<file path="src/rtl/regrd_mux.sv">
module regrd_mux #(
  parameter int DW         = 16,
  parameter int ADDR_W     = 8,
  parameter int AREA_LOG2  = 5,
  parameter int GATE_EN    = 1,
  parameter int AREA_BASE  = 3,
  parameter int NREG       = 4,
  parameter int MAXW       = 2,
  parameter int CREG_MODE  = 0,
  parameter logic [NREG*8-1:0] REG_BASE   = {8'd9, 8'd5, 8'd2, 8'd0},
  parameter logic [NREG*8-1:0] REG_WIDTH  = {8'd32, 8'd8, 8'd24, 8'd16},
  parameter logic [NREG*8-1:0] REG_NWORDS = {8'd2, 8'd1, 8'd2, 8'd1},
  parameter logic [NREG-1:0]   REG_MUXED  = 4'b1010,
  parameter logic [NREG-1:0]   REG_HAS_SEL = 4'b0011,
  parameter logic [NREG-1:0]   REG_WO     = 4'b0100,
  localparam int RMAX = DW * MAXW
) (
  input  logic [ADDR_W-1:0]    rd_addr,
  input  logic [NREG*RMAX-1:0] reg_data,
  input  logic [NREG-1:0]      reg_ok,
  input  logic [DW-1:0]        fb_data,
  input  logic                 fb_ok,
  output logic [DW-1:0]        rd_data,
  output logic                 rd_ok,
  output logic [NREG*MAXW-1:0] rd_sel
);
  localparam int WOB  = $clog2(DW / 8);
  localparam int IDXW = AREA_LOG2 - WOB;
  localparam int TAGW = ADDR_W - AREA_LOG2;

  logic            in_area;
  logic [IDXW-1:0] idx;
  logic            hit;
  int              hit_pw;

  assign in_area = (GATE_EN == 0) || (rd_addr[ADDR_W-1:AREA_LOG2] == TAGW'(AREA_BASE));
  assign idx     = rd_addr[AREA_LOG2-1:WOB];

  always_comb begin
    logic [RMAX-1:0] piece, mask;
    int pw;
    rd_sel = '0;
    hit    = 1'b0;
    hit_pw = DW;
    piece  = '0;
    mask   = '0;
    pw     = DW;
    if (CREG_MODE != 0) begin
      rd_data = '0;
      rd_ok   = 1'b0;
    end else begin
      rd_data = fb_data;
      rd_ok   = fb_ok;
    end
    if (in_area) begin
      for (int r = 0; r < NREG; r++) begin
        for (int i = 0; i < MAXW; i++) begin
          if (!hit && i < int'(REG_NWORDS[r*8 +: 8]) &&
              idx == IDXW'(int'(REG_BASE[r*8 +: 8]) + i)) begin
            hit    = 1'b1;
            pw     = int'(REG_WIDTH[r*8 +: 8]) / int'(REG_NWORDS[r*8 +: 8]);
            hit_pw = pw;
            mask   = (RMAX'(1) << pw) - RMAX'(1);
            piece  = (reg_data[r*RMAX +: RMAX] >> (i * pw)) & mask;
            rd_data = piece[DW-1:0];
            rd_ok   = REG_MUXED[r] ? reg_ok[r] : 1'b1;
            if (CREG_MODE != 0 && REG_WO[r]) begin
              rd_data = '0;
              rd_ok   = 1'b0;
            end
            if (REG_HAS_SEL[r]) rd_sel[r*MAXW + i] = 1'b1;
          end
        end
      end
    end
  end

  always_comb begin
    p_sel_onehot_r5: assert ($onehot0(rd_sel));
    p_sel_in_area_r1: assert (!(|rd_sel) || in_area);
    if (hit && hit_pw < DW)
      p_zero_ext_r3: assert ((rd_data >> hit_pw) == '0);
    if (CREG_MODE == 0 && !in_area)
      p_fallthrough_r6: assert (rd_data == fb_data && rd_ok == fb_ok);
    if (CREG_MODE != 0 && !in_area)
      p_creg_default_r7: assert (rd_data == '0 && !rd_ok);
  end
endmodule

</file>
<file path="config.mk">
export PLATFORM = sky130hd
export DESIGN_NAME = regrd_mux
export DESIGN_NICKNAME = d
export VERILOG_FILES = /design/src/rtl/regrd_mux.sv
export SDC_FILE = /design/constraint.sdc
export NUM_CORES = 1
export LEC_CHECK = 0
export CAP_MARGIN = 25
export CORE_ASPECT_RATIO = 1.2
export CORE_UTILIZATION = 28
export DETAILED_ROUTE_END_ITERATION = 10
export PLACE_DENSITY = 0.85
export RECOVER_POWER = 25
export SLEW_MARGIN = 10
export SYNTH_ARGS = -nofsm -noshare
export SYNTH_HDL_FRONTEND = slang
export SYNTH_SLANG_ARGS = --single-unit
</file>
<file path="constraint.sdc">
create_clock -name vclk -period 2.1
set_input_delay 0.42 -clock vclk [all_inputs]
set_output_delay 0.42 -clock vclk [all_outputs]
set_load 0.05 [all_outputs]
</file>
* Yosys cells after proc, flatten, opt, wreduce, memory -nomap -nowiden
Cells that the tools add are included.
Word-level totals: logic and storage cells 45, register bits after elaboration 0, input bits 157
Operators by class: reduce and logical (&&, ||, !) cells 11, multiplexer cells 28, equality and inequality tests 6
Operators with widths (count):
- $mux W16 | 7
- $mux W1 | 20
- $eq A4 B2 Y1 const B | 2
- $eq A4 B4 Y1 const B | 2
- $logic_and A1 B1 Y1 | 5
- $logic_not A1 Y1 | 5
- $eq A4 B3 Y1 const B | 1
- $logic_not A4 Y1 | 1
- $eq A3 B2 Y1 const B | 1
- $mux W2 | 1

* Longest topological paths before layout
word-level depth 23, mapped depth 8, gate-level depth less buffers 5

* Worst setup path after synthesis
No wires, ideal clock.
path type input -> output, start point input port rd_addr[1], end point output port rd_data[8], stages 7, arrival time 2089 ps, slack -409 ps, cell sequence buf_4 > nor3_4 > buf_2 > nor2_1 > a21oi_1 > o211ai_1 > a21oi_1
Between the ends: word-level cells in the longest chain between the ends 23, elaborated cells between the ends (all ways) 33
Ends and longest elaborated chain:
- start: declaration | line 18 | input logic [ADDR_W-1:0] rd_addr,
- $logic_not A4 Y1 | line 59 | idx == IDXW'(int'(REG_BASE[r*8 +: 8]) + i)) begin
- $mux W1 | line 58 | if (!hit && i < int'(REG_NWORDS[r*8 +: 8]) &&
- $mux W1 | line 55 | if (in_area) begin
- $logic_not A1 Y1 | line 58
- $logic_and A1 B1 Y1 | line 58
- $mux W1 | line 58
- $mux W1 | line 55
- $logic_not A1 Y1 | line 58
- (+7 left out)
- $logic_not A1 Y1 | line 58
- $logic_and A1 B1 Y1 | line 58
- $mux W1 | line 58
- $mux W1 | line 55
- $logic_not A1 Y1 | line 58
- $logic_and A1 B1 Y1 | line 58
- $mux W16 (*) | line 58
- $mux W16 (*) | line 55
- end: declaration | line 23 | output logic [DW-1:0] rd_data,
Mark *: on every way between the ends. The rest lies on a longest branch, timed or not. The select of a mux whose other input is x is not followed.

* Worst setup path in the final report
start point input port rd_addr[1], end point output port rd_data[1]
Same word-level chain as after synthesis.

==> flow_metrics.env <==
export IMPL_critPathMaxFanout=5
export IMPL_seq_area_um2=0
export IMPL_seq_cells=0
export IMPL_status="finished with violations"
export IMPL_power_density_nw_per_um2=236.1
export IMPL_power_uw=953.7
export IMPL_final_setup_viol_count=14
export IMPL_drt_wl_total_um=9235
export IMPL_rsz0062_at_grt="yes"
export IMPL_cap_violations=0
export IMPL_grt_pass1_wl_um=13340
export IMPL_yosysTopAreaCell="a21oi_1"
export IMPL_dpl_cell_area_um2=3286
export IMPL_drive_gt1_share_pct=42.33
export IMPL_synth_warnings=0
export IMPL_syn_inst=258
export IMPL_fp_coreArea_um2=5080
export IMPL_cts_hold_buffers=0
export IMPL_path_class="in -> out"
export IMPL_routed_top_layer="met4"
export IMPL_violations="setup timing"
export IMPL_antenna_found_initial=0
export IMPL_grt_max_degree=16
export IMPL_die_area_um2=5706
export IMPL_grtUsageTotal_pct=28.39
export IMPL_yosysSeqAreaShare_pct=0
export IMPL_synth_area_top_cells="a21oi_1 13%, nor2_1 9.2%, o21ai_0 7.3%"
export IMPL_fmax_ghz=0.4509
export IMPL_die_width_um=69.13
export IMPL_fin_nets=596
export IMPL_initial_utilization_pct=29.80
export IMPL_drc=0
export IMPL_m1WireLength_um=3446
export IMPL_synth_top_area_share_pct=12.56
export IMPL_critPathLaunchType="primary input"
export IMPL_dr_wl_met3_um=602
export IMPL_wire_per_inst_um=18.58
export IMPL_cp_data_arrival_time_ns=1.80
export IMPL_insertedDiodeCount=0
export IMPL_setup_slack_ns=-0.1180
export IMPL_vias=2883
export IMPL_finish_instance_area_um2=4039
export IMPL_synth_cell_types=42
export IMPL_drtAntennaViolNets=0
export IMPL_vdd_drop_max_mv=0.1405
export IMPL_nClkBuffers=0
export IMPL_cellLeakagePower_nw=1.618
export IMPL_row_count=28
export IMPL_boundaryPins=182
export IMPL_gp_congestion=0.9045
export IMPL_final_cell_mix="87 x clkdlybuf4s50_1, 51 x buf_4, 29 x nor2_1"
export IMPL_critPathRequiredTime_ns=1.68
export IMPL_grt_pass1_vias=2886
export IMPL_fin_crit_sh_pct=105.6
export IMPL_die_h_um=82.55
export IMPL_drtIter0Drc=135
export IMPL_slew_viol_final=0
export IMPL_slowest_stage="or4_4"
export IMPL_via_per_inst=5.801
export IMPL_period_needed_ns=2.218
export IMPL_hold_violations=0
export IMPL_syn_area_um2=1514
export IMPL_layout_commonest_cell="clkdlybuf4s50_1"
export IMPL_fillers=335
export IMPL_hpwl_um=5922
export IMPL_max_stage_delay_ns=0.53
export IMPL_portBuffers=126
export IMPL_avgSynthCellArea_um2=5.868
export IMPL_preCtsSetupSlack_ns=-0.6277
export IMPL_drtPass1Iterations=5
export IMPL_syn_to_final_growth_pct=166.8
export IMPL_worstPathCellList="buf_12 -> buf_6 -> or4_4 -> o21ai_2 -> a211oi_2 -> o21ai_2 -> a21oi_4 -> buf_12"
export IMPL_dr_wl_met2_um=4875
export IMPL_worstHoldPathType="in -> out"
export IMPL_grt_ovfl_total=0
export IMPL_setup_worst_path_end_class="output port"
## stage by stage
| step | hold slack (ns) | TNS [ns] | util, % | cells |
|---|---|---|---|---|
| 2_1_floorplan | 1.064 | 0 | - | 262 |
| 3_3_place_gp | 1.639 | -9.950 | 64.68 | 473 |
| 3_5_place_dp | 1.642 | -10.81 | 64.68 | 473 |
| 4_1_cts | 1.359 | -0.6508 | 74.01 | 488 |
| 5_1_grt | 1.350 | -1.865 | 79.51 | 497 |
| 6_report | 1.337 | -1.149 | 79.51 | 497 |
## logic make-up after synthesis
kind of cell / share of synthesized area (%)
buffers and inverters: 13.55
xor gates and xnor gates: 0.5786
muxes: 3.967
other: 0.2477
and+or+nand+nor: 30.00
AOI/OAI and AO/OA: 51.65
## final cells by class
type                            count  area [um^2]  share of cell area (%)
Tap cell                           60        75.07                   1.859
Multi-Input combinational cell    228         1768                   43.77
Timing Repair Buffer              206         2185                   54.09
Inverter                            3        11.26                  0.2788
## report_power, final
| group | internal (mW) | leakage [nW] | total (mW) | switching [mW] |
|---|---|---|---|---|
| Combinational | 0.502 | 1.62 | 0.954 | 0.451 |
| Sequential | 0 | 0 | 0 | 0 |
| Clock | 0 | 0 | 0 | 0 |
| Total | 0.502 | 1.62 | 0.954 | 0.451 |
## cells in the mapped netlist (3+ instances only)
| library cell | number |
|---|---|
| nand2b_1 | 5 |
| buf_4 | 10 |
| a221o_1 | 6 |
| o21ai_0 | 22 |
| nand3_1 | 8 |
| nor2b_1 | 11 |
| o21ai_1 | 3 |
| mux2i_1 | 6 |
| o22ai_1 | 14 |
| a22oi_1 | 4 |
| buf_2 | 11 |
| nor2_1 | 37 |
| a31oi_1 | 4 |
| o211ai_1 | 8 |
| buf_6 | 3 |
| clkbuf_1 | 8 |
| a21oi_1 | 38 |
| o221ai_1 | 10 |
| a211oi_1 | 4 |
| nand2_1 | 17 |
## worst max-delay path: cells and delay by family
family | cells | cell delay (ns)
buf+inv | 3 | 0.38
compound gates | 4 | 0.46
simple gates | 1 | 0.53
## path summary, 6_finish.rpt
kind / from / to / cells after the start
setup / recovery: rd_addr[1] / rd_data[1] / 8
hold / removal: rd_addr[2] / rd_sel[0] / 4
## layer usage
layer,vias up,GRT usage [%]
met5,-,0
met4,0,12.04
met3,32,3.398
met2,175,57.18
met1,1337,29.84
li1,1339,-
## what timing repair did
item | CTS | global route
endpoints found under the setup margin | 20 | 17
pin swaps | 32 | 30
resized for setup | 114 | 61
buffers inserted | 10 | 10
cloned | 5 | 0
Power figures use the tool's default switching activity.
